## src/rtl/gate_seq_pkg.sv

```systemverilog
package gate_seq_pkg;

  typedef enum logic [2:0] {
    SEQ_STOP = 3'd0,
    SEQ_IDLE = 3'd1,
    SEQ_LEAD = 3'd2,
    SEQ_ON   = 3'd3,
    SEQ_LAG  = 3'd4
  } seqState_t;

  // Strobes from the sequencing control to the timing datapath
  typedef struct packed {
    logic loadCnt;   // load dead-time counter from deadCnt
    logic decCnt;    // count the dead-time counter down
    logic mainOn;    // main gate level after this edge
    logic auxOn;     // auxiliary gate level after this edge (running)
    logic safeHold;  // force both gates to safe levels
  } seqStrobe_t;

  function automatic int maxOf(input int a, input int b);
    return (a > b) ? a : b;
  endfunction

endpackage

```

## src/rtl/gate_seq_cfgchk.sv

```systemverilog
module gate_seq_cfgchk
  import gate_seq_pkg::*;
#(
  parameter int DEAD_W   = 8,
  parameter int BLANK_W  = 8,
  parameter int PERIOD_W = 14
) (
  input  logic                clk,
  input  logic                rstN,
  input  logic [DEAD_W-1:0]   deadCnt,
  input  logic [BLANK_W-1:0]  blankCnt,
  input  logic [PERIOD_W-1:0] periodCnt,
  output logic                cfgErr
);

  localparam int SUM_W  = maxOf(DEAD_W + 1, BLANK_W) + 1;
  localparam int PROD_W = SUM_W + 4;
  localparam int CMP_W  = maxOf(PROD_W, PERIOD_W);

  logic [CMP_W-1:0] sumExt;
  logic [CMP_W-1:0] scaled;
  logic [CMP_W-1:0] periodExt;
  logic             violate;

  always_comb begin
    sumExt    = (CMP_W'(deadCnt) << 1) + CMP_W'(blankCnt);
    scaled    = (sumExt << 3) + (sumExt << 1);  // times ten
    periodExt = CMP_W'(periodCnt);
    violate   = scaled > periodExt;
  end

  always_ff @(posedge clk or negedge rstN) begin
    if (!rstN) cfgErr <= 1'b0;
    else       cfgErr <= violate;
  end

endmodule

```

## src/rtl/gate_seq_ctrl.sv

```systemverilog
module gate_seq_ctrl
  import gate_seq_pkg::*;
(
  input  logic       clk,
  input  logic       rstN,
  input  logic       runIn,
  input  logic       pulseReq,
  input  logic       cfgErr,
  input  logic       cntDone,
  input  logic       deadZero,
  output seqStrobe_t stb
);

  seqState_t st;
  seqState_t nxt;

  always_comb begin
    nxt = st;
    stb = '0;
    if (!runIn || cfgErr) begin
      nxt          = SEQ_STOP;
      stb.safeHold = 1'b1;
    end else begin
      unique case (st)
        SEQ_STOP: nxt = SEQ_IDLE;
        SEQ_IDLE: begin
          if (pulseReq) begin
            if (deadZero) begin
              nxt        = SEQ_ON;
              stb.mainOn = 1'b1;
              stb.auxOn  = 1'b1;
            end else begin
              nxt         = SEQ_LEAD;
              stb.loadCnt = 1'b1;
              stb.auxOn   = 1'b1;
            end
          end
        end
        SEQ_LEAD: begin
          if (!pulseReq) begin
            nxt = SEQ_IDLE;
          end else if (cntDone) begin
            nxt        = SEQ_ON;
            stb.mainOn = 1'b1;
            stb.auxOn  = 1'b1;
          end else begin
            stb.decCnt = 1'b1;
            stb.auxOn  = 1'b1;
          end
        end
        SEQ_ON: begin
          if (!pulseReq) begin
            if (deadZero) begin
              nxt = SEQ_IDLE;
            end else begin
              nxt         = SEQ_LAG;
              stb.loadCnt = 1'b1;
              stb.auxOn   = 1'b1;
            end
          end else begin
            stb.mainOn = 1'b1;
            stb.auxOn  = 1'b1;
          end
        end
        SEQ_LAG: begin
          if (cntDone) begin
            nxt = SEQ_IDLE;
          end else begin
            stb.decCnt = 1'b1;
            stb.auxOn  = 1'b1;
          end
        end
        default: begin
          nxt          = SEQ_STOP;
          stb.safeHold = 1'b1;
        end
      endcase
    end
  end

  always_ff @(posedge clk or negedge rstN) begin
    if (!rstN) st <= SEQ_STOP;
    else       st <= nxt;
  end

endmodule

```

## src/rtl/gate_seq_dpath.sv

```systemverilog
module gate_seq_dpath
  import gate_seq_pkg::*;
#(
  parameter int DEAD_W = 8
) (
  input  logic              clk,
  input  logic              rstN,
  input  logic              auxEnable,
  input  logic [DEAD_W-1:0] deadCnt,
  input  seqStrobe_t        stb,
  output logic              cntDone,
  output logic              deadZero,
  output logic              mainGate,
  output logic              auxGate
);

  localparam logic [DEAD_W-1:0] ONE = DEAD_W'(1);

  logic [DEAD_W-1:0] cnt;
  logic              mainQ;
  logic              auxQ;

  assign cntDone  = (cnt <= ONE);
  assign deadZero = (deadCnt == '0);

  always_ff @(posedge clk or negedge rstN) begin
    if (!rstN)            cnt <= '0;
    else if (stb.loadCnt) cnt <= deadCnt;
    else if (stb.decCnt)  cnt <= cnt - ONE;
  end

  always_ff @(posedge clk or negedge rstN) begin
    if (!rstN) begin
      mainQ <= 1'b0;
      auxQ  <= 1'b1;
    end else begin
      mainQ <= stb.mainOn & ~stb.safeHold;
      auxQ  <= stb.safeHold | ~auxEnable | stb.auxOn;
    end
  end

  assign mainGate = mainQ;
  assign auxGate  = auxQ;

endmodule

```

## src/rtl/deadtime_gate_seq.sv

```systemverilog
module deadtime_gate_seq
  import gate_seq_pkg::*;
#(
  parameter int DEAD_W   = 8,
  parameter int BLANK_W  = 8,
  parameter int PERIOD_W = 14
) (
  input  logic                clk,
  input  logic                rstN,
  input  logic                runIn,
  input  logic                auxEnable,
  input  logic                pulseReq,
  input  logic [DEAD_W-1:0]   deadCnt,
  input  logic [BLANK_W-1:0]  blankCnt,
  input  logic [PERIOD_W-1:0] periodCnt,
  output logic                mainGate,
  output logic                auxGate,
  output logic                cfgErr
);

  seqStrobe_t stb;
  logic       cntDone;
  logic       deadZero;

  gate_seq_cfgchk #(
    .DEAD_W  (DEAD_W),
    .BLANK_W (BLANK_W),
    .PERIOD_W(PERIOD_W)
  ) u_cfg (
    .clk      (clk),
    .rstN     (rstN),
    .deadCnt  (deadCnt),
    .blankCnt (blankCnt),
    .periodCnt(periodCnt),
    .cfgErr   (cfgErr)
  );

  gate_seq_ctrl u_ctrl (
    .clk     (clk),
    .rstN    (rstN),
    .runIn   (runIn),
    .pulseReq(pulseReq),
    .cfgErr  (cfgErr),
    .cntDone (cntDone),
    .deadZero(deadZero),
    .stb     (stb)
  );

  gate_seq_dpath #(
    .DEAD_W(DEAD_W)
  ) u_dp (
    .clk      (clk),
    .rstN     (rstN),
    .auxEnable(auxEnable),
    .deadCnt  (deadCnt),
    .stb      (stb),
    .cntDone  (cntDone),
    .deadZero (deadZero),
    .mainGate (mainGate),
    .auxGate  (auxGate)
  );

endmodule

```

## config.mk

```make
export PLATFORM = sky130hd
export DESIGN_NAME = deadtime_gate_seq
export DESIGN_NICKNAME = d
export VERILOG_FILES = /design/src/rtl/gate_seq_pkg.sv /design/src/rtl/gate_seq_cfgchk.sv /design/src/rtl/gate_seq_ctrl.sv /design/src/rtl/gate_seq_dpath.sv /design/src/rtl/deadtime_gate_seq.sv
export SDC_FILE = /design/constraint.sdc
export NUM_CORES = 1
export LEC_CHECK = 0
export ABC_AREA = 1
export BUFFER_PORTS_ARGS = -buffer_cell sky130_fd_sc_hd__buf_4
export CORE_MARGIN = 4
export CORE_UTILIZATION = 45
export CTS_CLUSTER_DIAMETER = 80
export DETAILED_ROUTE_END_ITERATION = 6
export PLACE_DENSITY = 0.66
export SYNTH_ARGS = -nofsm -noshare
export SYNTH_HDL_FRONTEND = slang
export SYNTH_HIERARCHICAL = 1
export SYNTH_SLANG_ARGS = --single-unit
```

## constraint.sdc

```tcl
create_clock -name clk -period 3.03 [get_ports clk]
set_clock_uncertainty 0.05 [all_clocks]
set_input_delay 0.303 -clock clk [delete_from_list [all_inputs] [get_ports clk]]
set_output_delay 0.303 -clock clk [all_outputs]
set_load 0.005 [all_outputs]
```

==> run metrics, run 1 <==
clock latency on the worst-skew pair 250 ps; Post-synth ARST share 100%; clk slew on worst S/H paths 70 ps; Syn. warnings 6; total clock sinks 14; first-pass GRT wire length roughly 9400 um; Post-synth top flop dfrtp_1; fill cell count 419; GPL Wtd Cong 0.901; initial antenna violation count 0; Initial Util a little under half; Post-synth EDFFs 0; R2R setup slack roughly 900 ps; post-route clock period utilization 94.1%; remaining global-route overflow 0; met1 WL ~2500 um; Avg WL per Cell 11.8 um; top sig layer met4; Clock Tree Buf Depth 2; # rows 25; Crit Path Class in2reg; ANT nets after route 0; post-DP HPWL approximately 4400 um; most frequent cell after synthesis nand2_1; share of layout cells above drive strength 1 36.9%; register area share after synthesis 16.1%; arrival time worst endpoint 2930 ps; I/O pins 38; crit start category input port; CTS root buffer clkbuf_8; top cell type's share of synthesized area 17.2%; Pins Over Slew Limit 0; multi-input logic area between 1500 and 2000 sq um; vias in the first global route 2222; DIE HEIGHT 77.6 um; CTS tree built; Syn Nets 398; Post-Synthesis Cell Area 2180 sq um; Worst VDD drop between 0.3 and 0.4 mV; area added between synthesis and finish 41.9%; vias per cell 4.94; Die X roughly 78 um; H-Tree Depth 1; Slew @ Worst Pin 349 ps; sum of buffers and inverters on the critical path 4; status finished, final reports clean; Power Density 589 nW/um^2; Max Fclk 351 MHz; Yosys reg bits 14; Worst Path Required about 3100 ps; total power between 1.5 and 2 mW; synthesized area per cell 6.58 sq um; Synth cell types 35; Num CTS Buffers 3; DRC violations left 0; worst relative slew slack between 70% and 80%; Crit path largest cell delay 570 ps; CP Cell Sequence buf_4 -> ha_4 -> fa_2 -> ha_4 -> inv_1 -> fa_2 -> inv_2 -> nand4_1 -> nand2_2 -> buf_4 -> xor2_1 -> ha_1 -> nand2_1 -> nor2_1 -> nand3_2 -> nor3_4 -> a22oi_2; Final Non-Filler Cells 466; cell family with most CP delay adder cells; die area 6020 sq um; register area ~350 sq um; met3 WL 188 um; Post-Synthesis Cells 331; worst hold path class in2reg; Pleak around 1.7 nW; IO buf count 37; Nets 480; Yosys top cell by area ha_1; WL final 5510 um; met2 wire len 2820 um; DR iter-0 viols 82; Critical Path Sink Type flip-flop; endpoints failing setup 0; min Tclk post-route roughly 2800 ps; max_cap viols 0; ranking of synthesized cells by area ha_1 17%, dfrtp_1 15%, nand2_1 14%; pin count of the biggest net entering global routing 15; Crit-path slowest cell fa_2; GR Util All Layers 18.5%; drt first pass iters 4; via count 2304; Antenna Cells 0; Hold Fails Final Rpt 0; Core ar. ~4700 sq um; cell count after placement 457; peak fanout along the critical path 2; top cells by count, synth 79 x nand2_1, 58 x inv_1, 30 x ha_1
registers in the layout, indices dropped and copies added, names as in the netlist:
register,flops
u_dp/mainGate,1
u_cfg/cfgErr,1
u_dp/auxGate,1
u_ctrl/st,3
u_dp/cnt,8
worst paths after layout:
| check | from | to | cells after the start |
|---|---|---|---|
| max | deadCnt[0] | u_cfg/cfgErr | 17 |
| max reg2reg | u_dp/cnt[0] | u_dp/auxGate | 11 |
| min in group asynchronous | rstN | u_dp/cnt[2] | 2 |
| min reg2reg | u_dp/cnt[1] | u_dp/cnt[1] | 2 |
| max in group asynchronous | rstN | u_dp/auxGate | 2 |
| min | deadCnt[6] | u_dp/cnt[6] | 3 |
placed cells by master (no fill, tap or decap), drive strengths merged, types with 2 or more instances in the layout:
cell	instances
a21oi	18
a22oi	7
and2	2
buf	77
clkbuf	4
dfrtp	13
fa	2
ha	30
inv	62
nand2	91
nand3	33
nand4	5
nor2	32
nor3	3
nor4	3
o211ai	3
o21ai	9
o21bai	2
xnor2	4
xor2	6
stage by stage:
| step | hold WS (ps) | setup slack (ps) | util (%) | area (sq um) | TNS (ps) |
|---|---|---|---|---|---|
| 2_1_floorplan | -42.6 | 46.4 | - | 2180 | 0 |
| 3_3_place_gp | 122 | -404 | 59.3 | 2780 | -404 |
| 3_5_place_dp | 122 | -419 | 59.3 | 2780 | -419 |
| 4_1_cts | 267 | 1.69 | 62.1 | 2920 | 0 |
| 5_1_grt | 280 | -4.96 | 65.9 | 3090 | -4.96 |
| 6_report | 268 | 180 | 65.9 | 3090 | 0 |
where the power goes:
part / switching (mW) / leakage [nW] / internal (mW) / total, mW
Sequential: 0.0765 / 0.179 / 0.258 / 0.335
Combinational: 0.697 / 1.47 / 0.598 / 1.30
Clock: 0.0759 / 0.0288 / 0.115 / 0.191
worst min-delay path, delay by kind of cell:
| family | cells | cell delay [ps] |
|---|---|---|
| compound gates | 1 | 70 |
| simple gates | 1 | 60 |
| buf+inv | 1 | 100 |
layout make-up:
type,count,share of cell area [%]
Sequential cell,14,11.4
Clock buffer,4,1.78
Timing Repair Buffer,78,19.0
Tap cell,54,2.19
Multi-Input combinational cell,254,58.1
Inverter,62,7.53
timing repair:
item / in CTS / in global routing
setup buffers: 2 / 2
endpoints found under the setup margin: 1 / 1
hold buffers: 1 / 0
gates resized for setup: 12 / 33
pin swaps: 8 / 27
hold endpoints to repair: 13 / 0
metal layers:
| layer | up-vias | global-route usage [%] |
|---|---|---|
| met4 | 0 | 3.74 |
| li1 | 1232 | - |
| met5 | - | 0 |
| met1 | 1034 | 23.4 |
| met2 | 36 | 34.5 |
| met3 | 2 | 0.812 |
cell families (layout without fill, tap and decap cells):
logic type                 count (synthesis)  count (layout)  synth area share [%]
AOI/OAI and AO/OA                         40              40                  11.5
and+or+nand+nor                          172             172                  37.3
DFF                                       14              14                  16.1
xor gates and xnor gates                  10              10                  4.71
adders and majority gates                 32              32                  19.1
buffers and inverters                     63             144                  11.2
Power figures use the tool's default switching activity.
==> run 2: changes to the inputs <==
--- a/config.mk
+++ b/config.mk
@@ -7,11 +7,13 @@
 export LEC_CHECK = 0
 export ABC_AREA = 1
 export BUFFER_PORTS_ARGS = -buffer_cell sky130_fd_sc_hd__buf_4
+export CELL_PAD_IN_SITES_DETAIL_PLACEMENT = 1
+export CELL_PAD_IN_SITES_GLOBAL_PLACEMENT = 1
 export CORE_MARGIN = 4
-export CORE_UTILIZATION = 45
+export CORE_UTILIZATION = 40
 export CTS_CLUSTER_DIAMETER = 80
 export DETAILED_ROUTE_END_ITERATION = 6
-export PLACE_DENSITY = 0.66
+export PLACE_DENSITY_LB_ADDON = 0.1
 export SYNTH_ARGS = -nofsm -noshare
 export SYNTH_HDL_FRONTEND = slang
 export SYNTH_HIERARCHICAL = 1
==> run metrics, run 2 (synthesized netlist as in run 1, its figures left out) <==
H-Tree Depth 1; initial antenna violation count 0; Final Non-Filler Cells 487; remaining global-route overflow 0; area added between synthesis and finish 48.7%; GR Util All Layers 21.5%; min Tclk post-route 3320 ps; worst hold path class in2reg; Final Util approximately 62%; R2R setup slack 640 ps; violated checks setup timing; Top reg by flops u_dp/cnt; final worst slack -292 ps; status finished, violations left; Slew @ Worst Pin a little over 800 ps; DIE HEIGHT 81.8 um; GPL Wtd Cong 0.822; post-DP HPWL 5410 um; Max Fclk 301 MHz; Pins Over Slew Limit 0; max_cap viols 0; peak fanout along the critical path 5; Power Density 632 nW/um^2; Initial Util 41.9%; Nets 485; via count 2622; vias in the first global route 2586; busiest metal layer after global routing met2; met2 GRT Util 42.2%; Pleak 1.71 nW; Hold Path Depth 3; FF-to-FF path depth 11; DRC violations left 0; Hold Fails Final Rpt 0; CTS root buffer clkbuf_8; setup_tns -292 ps; # rows 26; Antenna Cells 0; DR iter-0 viols 136; Core ar. 5200 sq um; RSZ-0062 raised after global routing true; Crit path largest cell delay 350 ps; first-pass GRT wire length 11300 um; fill cell count ~680; total power 2.05 mW; Crit-path slowest cell ha_1; I/O pins 38; pin count of the biggest net entering global routing 15; endpoints failing setup 1; worst relative slew slack 44.4%; crit start category input port; post-route clock period utilization 110%; met1 Use GR about a quarter; drt first pass iters 4; CTS tree built; Largest register FFs 8; Most common cell on crit path nand2_1; Num CTS Buffers 3; Critical Path Sink Type flip-flop; clk slew on worst S/H paths 60 ps; Hold Path End u_dp/cnt[6]; most frequent cells in the layout 78 x buf_4, 65 x nand2_1, 56 x inv_1; share of layout cells above drive strength 1 between 40% and 50%; worst r2r src u_dp/cnt[0]; IO buf count 37; Crit Path Class in2reg; die area 6690 sq um; commonest non-fill, non-tap cell in the layout buf_4; clock latency on the worst-skew pair roughly 260 ps; Worst Path Required 3160 ps; Die X 81.8 um; Avg WL per Cell ~18 um; WL final just under 9000 um; arrival time worst endpoint 3450 ps; FF-to-FF End u_dp/auxGate; met3 Usage GRT 1.64%; Hold Path Origin deadCnt[6]; cell count after placement approximately 480; largest registers u_dp/cnt: 8 flops, u_ctrl/st: 3 flops; CP Cell Sequence buf_4 -> ha_1 -> nand3_1 -> nand2_2 -> nand3_1 -> nand2_1 -> nand2_1 -> nand2_1 -> inv_1 -> ha_2 -> nand2_1 -> nand2_1 -> nand3_1 -> nand2_1 -> inv_1 -> nand2_1 -> nand3_1 -> nand2_1 -> ha_1 -> nand2_2 -> nor2_4 -> nand2_2 -> a22oi_2; Worst VDD drop 0.301 mV; total clock sinks 14; ANT nets after route 0; Clock Tree Buf Depth 2; vias per cell 5.38
run 2: changes by cell type in the layout (fill, tap and decap cells not counted), moves of 3 or more:
cell,change
ha_1,-3
buf_6,+3
nor2_2,+3
nand2_2,+4
o21ai_1,-3
nand2_1,-5
nor2_1,-4
run 2: area by class of cell:
cell class | count | area, sq um | share of cell area, %
Timing Repair Buffer | 83 | 644 | 19.9
Tap cell | 70 | 87.6 | 2.70
Clock buffer | 4 | 55.1 | 1.70
Inverter | 62 | 233 | 7.19
Multi-Input combinational cell | 254 | 1870 | 57.7
Sequential cell | 14 | 352 | 10.9
run 2: power breakdown:
part / switching (mW) / total, mW / internal [mW]
logic: 0.869 / 1.51 / 0.641
registers: 0.0859 / 0.344 / 0.258
clock network: 0.0763 / 0.192 / 0.116
run 2: worst max-delay path by stage:
stage / from / to / cells after the start
after floorplan: deadCnt[0] / u_cfg/cfgErr / 18
after global placement: deadCnt[0] / u_cfg/cfgErr / 19
after detailed placement: deadCnt[0] / u_cfg/cfgErr / 19
after CTS: deadCnt[0] / u_cfg/cfgErr / 18
after global routing: deadCnt[2] / u_cfg/cfgErr / 23
final: deadCnt[2] / u_cfg/cfgErr / 23
run 2: metrics by stage:
step                      setup WS, ps  hold WS (ps)  instance area (sq um)
after floorplan                   46.4         -42.6                   2180
after CTS                        0.621           267                   3000
after global routing              -493           264                   3240
final                             -292           261                   3240
after global placement            -462           121                   2820
after detailed placement          -565           122                   2820
run 2: critical path: cells and delay by family:
kind / cells / cell delay [ps]
AOI/OAI and AO/OA: 1 / 140
and+or+nand+nor: 16 / 1730
buffers and inverters: 3 / 280
adders and majority gates: 3 / 990
run 2: layer usage:
metal,vias up,routed length (um)
met1,1301,3650
met2,60,4800
met4,0,260
met3,20,225
li1,1241,-
met5,-,0
run 2: timing repair:
action,4_1_cts,5_1_grt
setup buffers,2,5
pin swaps,13,34
hold endpoints to repair,13,0
endpoints found under the setup margin,1,1
gates resized for setup,20,45
hold buffers,1,0
==> run 3: changes to the inputs <==
--- a/config.mk
+++ b/config.mk
@@ -14,6 +14,7 @@
 export CTS_CLUSTER_DIAMETER = 80
 export DETAILED_ROUTE_END_ITERATION = 6
 export PLACE_DENSITY_LB_ADDON = 0.1
+export RECOVER_POWER = 50
 export SYNTH_ARGS = -nofsm -noshare
 export SYNTH_HDL_FRONTEND = slang
 export SYNTH_HIERARCHICAL = 1
==> run metrics, run 3 (synthesized netlist as in run 1, its figures left out) <==
clock latency on the worst-skew pair 260 ps; commonest non-fill, non-tap cell in the layout buf_4; peak fanout along the critical path 5; Antenna Cells 0; Num CTS Buffers 3; GPL Wtd Cong between 0.8 and 0.9; Avg WL per Cell between 15 and 20 um; crit start category input port; initial antenna violation count 0; GR Util All Layers 21.5%; Combinational Power Share between 70% and 80%; max_cap viols 0; remaining global-route overflow 0; fill cell count roughly 700; multi-input logic area 1870 sq um; final worst slack -290 ps; largest registers u_dp/cnt: 8 flops, u_ctrl/st: 3 flops; Most common cell on crit path nand2_1; Core ar. between 5000 and 6000 sq um; pin count of the biggest net entering global routing 15; IO buf count 37; register area 352 sq um; CTS tree built; DIE HEIGHT 81.8 um; ANT nets after route 0; DR iter-0 viols 136; Worst Path Required 3160 ps; worst relative slew slack 43.8%; Min Hold Slack 261 ps; FF-to-FF path depth 11; most frequent cells in the layout 76 x buf_4, 65 x nand2_1, 56 x inv_1; drt first pass iters 4; R2R setup slack 630 ps; die area 6690 sq um; clk slew on worst S/H paths about 60 ps; Critical Path Sink Type flip-flop; Crit path largest cell delay 350 ps; sw power 1.03 mW; CTS root buffer clkbuf_8; Slew @ Worst Pin between 800 and 900 ps; I/O pins 38; Top reg by flops u_dp/cnt; post-route clock period utilization 110%; Pins Over Slew Limit 0; Pleak 1.71 nW; RSZ-0062 raised after global routing true; H-Tree Depth 1; Crit Path Class in2reg; violated checks setup timing; Nets 485; area added between synthesis and finish 48.5%; Flop pwr share between 10% and 20%; dpl ws -565 ps; Die X between 80 and 90 um; Power Density 632 nW/um^2; worst hold path class in2reg; share of layout cells above drive strength 1 40.5%; DRC violations left 0; # rows 26; Worst VDD drop 0.301 mV; Hold Path Depth 3; post-DP HPWL roughly 5400 um; P_int 1.01 mW; switching part of the total power 50.4%; Crit-path slowest cell ha_1; total clock sinks 14; Largest register FFs 8; status finished, violations left; via count 2621; min Tclk post-route 3320 ps; endpoints failing setup 1; Max Fclk 301 MHz; clock network power share 9.4%; CP Cell Sequence buf_4 -> ha_1 -> nand3_1 -> nand2_2 -> nand3_1 -> nand2_1 -> nand2_1 -> nand2_1 -> inv_1 -> ha_2 -> nand2_1 -> nand2_1 -> nand3_1 -> nand2_1 -> inv_1 -> nand2_1 -> nand3_1 -> nand2_1 -> ha_1 -> nand2_2 -> nor2_4 -> nand2_2 -> a22oi_2; arrival time worst endpoint ~3500 ps; vias per cell 5.38; WL final 8940 um; vias in the first global route 2586; total power between 2 and 2.5 mW; Hold Fails Final Rpt 0; Clock Tree Buf Depth 2; Initial Util 41.9%; first-pass GRT wire length 11300 um
[run 3: cell count changes in the layout (fill, tap and decap cells not counted), sizes merged]
cell    change
buf         -2
clkbuf      +2
[run 3: worst paths after layout]
path                              from      endpoint
setup / recovery            deadCnt[2]  u_cfg/cfgErr
hold / removal              deadCnt[6]   u_dp/cnt[6]
setup reg to reg           u_dp/cnt[0]  u_dp/auxGate
hold reg to reg            u_dp/cnt[6]   u_dp/cnt[6]
max in group asynchronous         rstN   u_dp/cnt[4]
min in group asynchronous         rstN   u_dp/cnt[6]
[run 3: final cells by class]
| cell class | count | area share, % |
|---|---|---|
| multi-input cells | 254 | 57.7 |
| clock buffers | 4 | 1.70 |
| inverters | 62 | 7.20 |
| well taps | 70 | 2.71 |
| flip-flops and latches | 14 | 10.9 |
| repair buffers | 83 | 19.8 |
[run 3: what timing repair did]
item,4_1_cts,5_1_grt
pin swaps,13,34
hold endpoints to repair,13,0
gates resized for setup,20,45
endpoints found under the setup margin,1,1
setup buffers,2,5
hold buffers,1,0
[run 3: stage by stage]
| step | TNS [ps] | cells | util, % | instance area [sq um] |
|---|---|---|---|---|
| after CTS | 0 | 482 | 57.7 | 3000 |
| after detailed placement | -565 | 475 | 54.1 | 2820 |
| after global placement | -462 | 475 | 54.1 | 2820 |
| after floorplan | 0 | 331 | - | 2180 |
| final | -290 | 487 | 62.1 | 3230 |
| after global routing | -493 | 487 | 62.1 | 3230 |
[run 3: power by group through the flow]
stage	clock, mW	sequential (mW)	combinational [mW]
after floorplan	0	0.322	0.821
after global placement	0	0.338	1.15
after detailed placement	0	0.343	1.20
after CTS	0.197	0.339	1.27
after global routing	0.208	0.353	1.66
final	0.192	0.344	1.51
[run 3: routing by layer]
layer  up-vias  GRT usage, %  wire length (um)
li1       1240             -                 -
met5         -             0                 0
met4         0          8.31               260
met3        20          1.64               237
met2        66          42.2              4790
met1      1295          23.4              3650
[run 3: critical path, delay by kind of cell]
family                   cells  cell delay [ps]
adder cells (fa/ha/maj)      3              990
buffers and inverters        3              280
AND/OR/NAND/NOR             16             1720
AO/OA/AOI/OAI                1              140
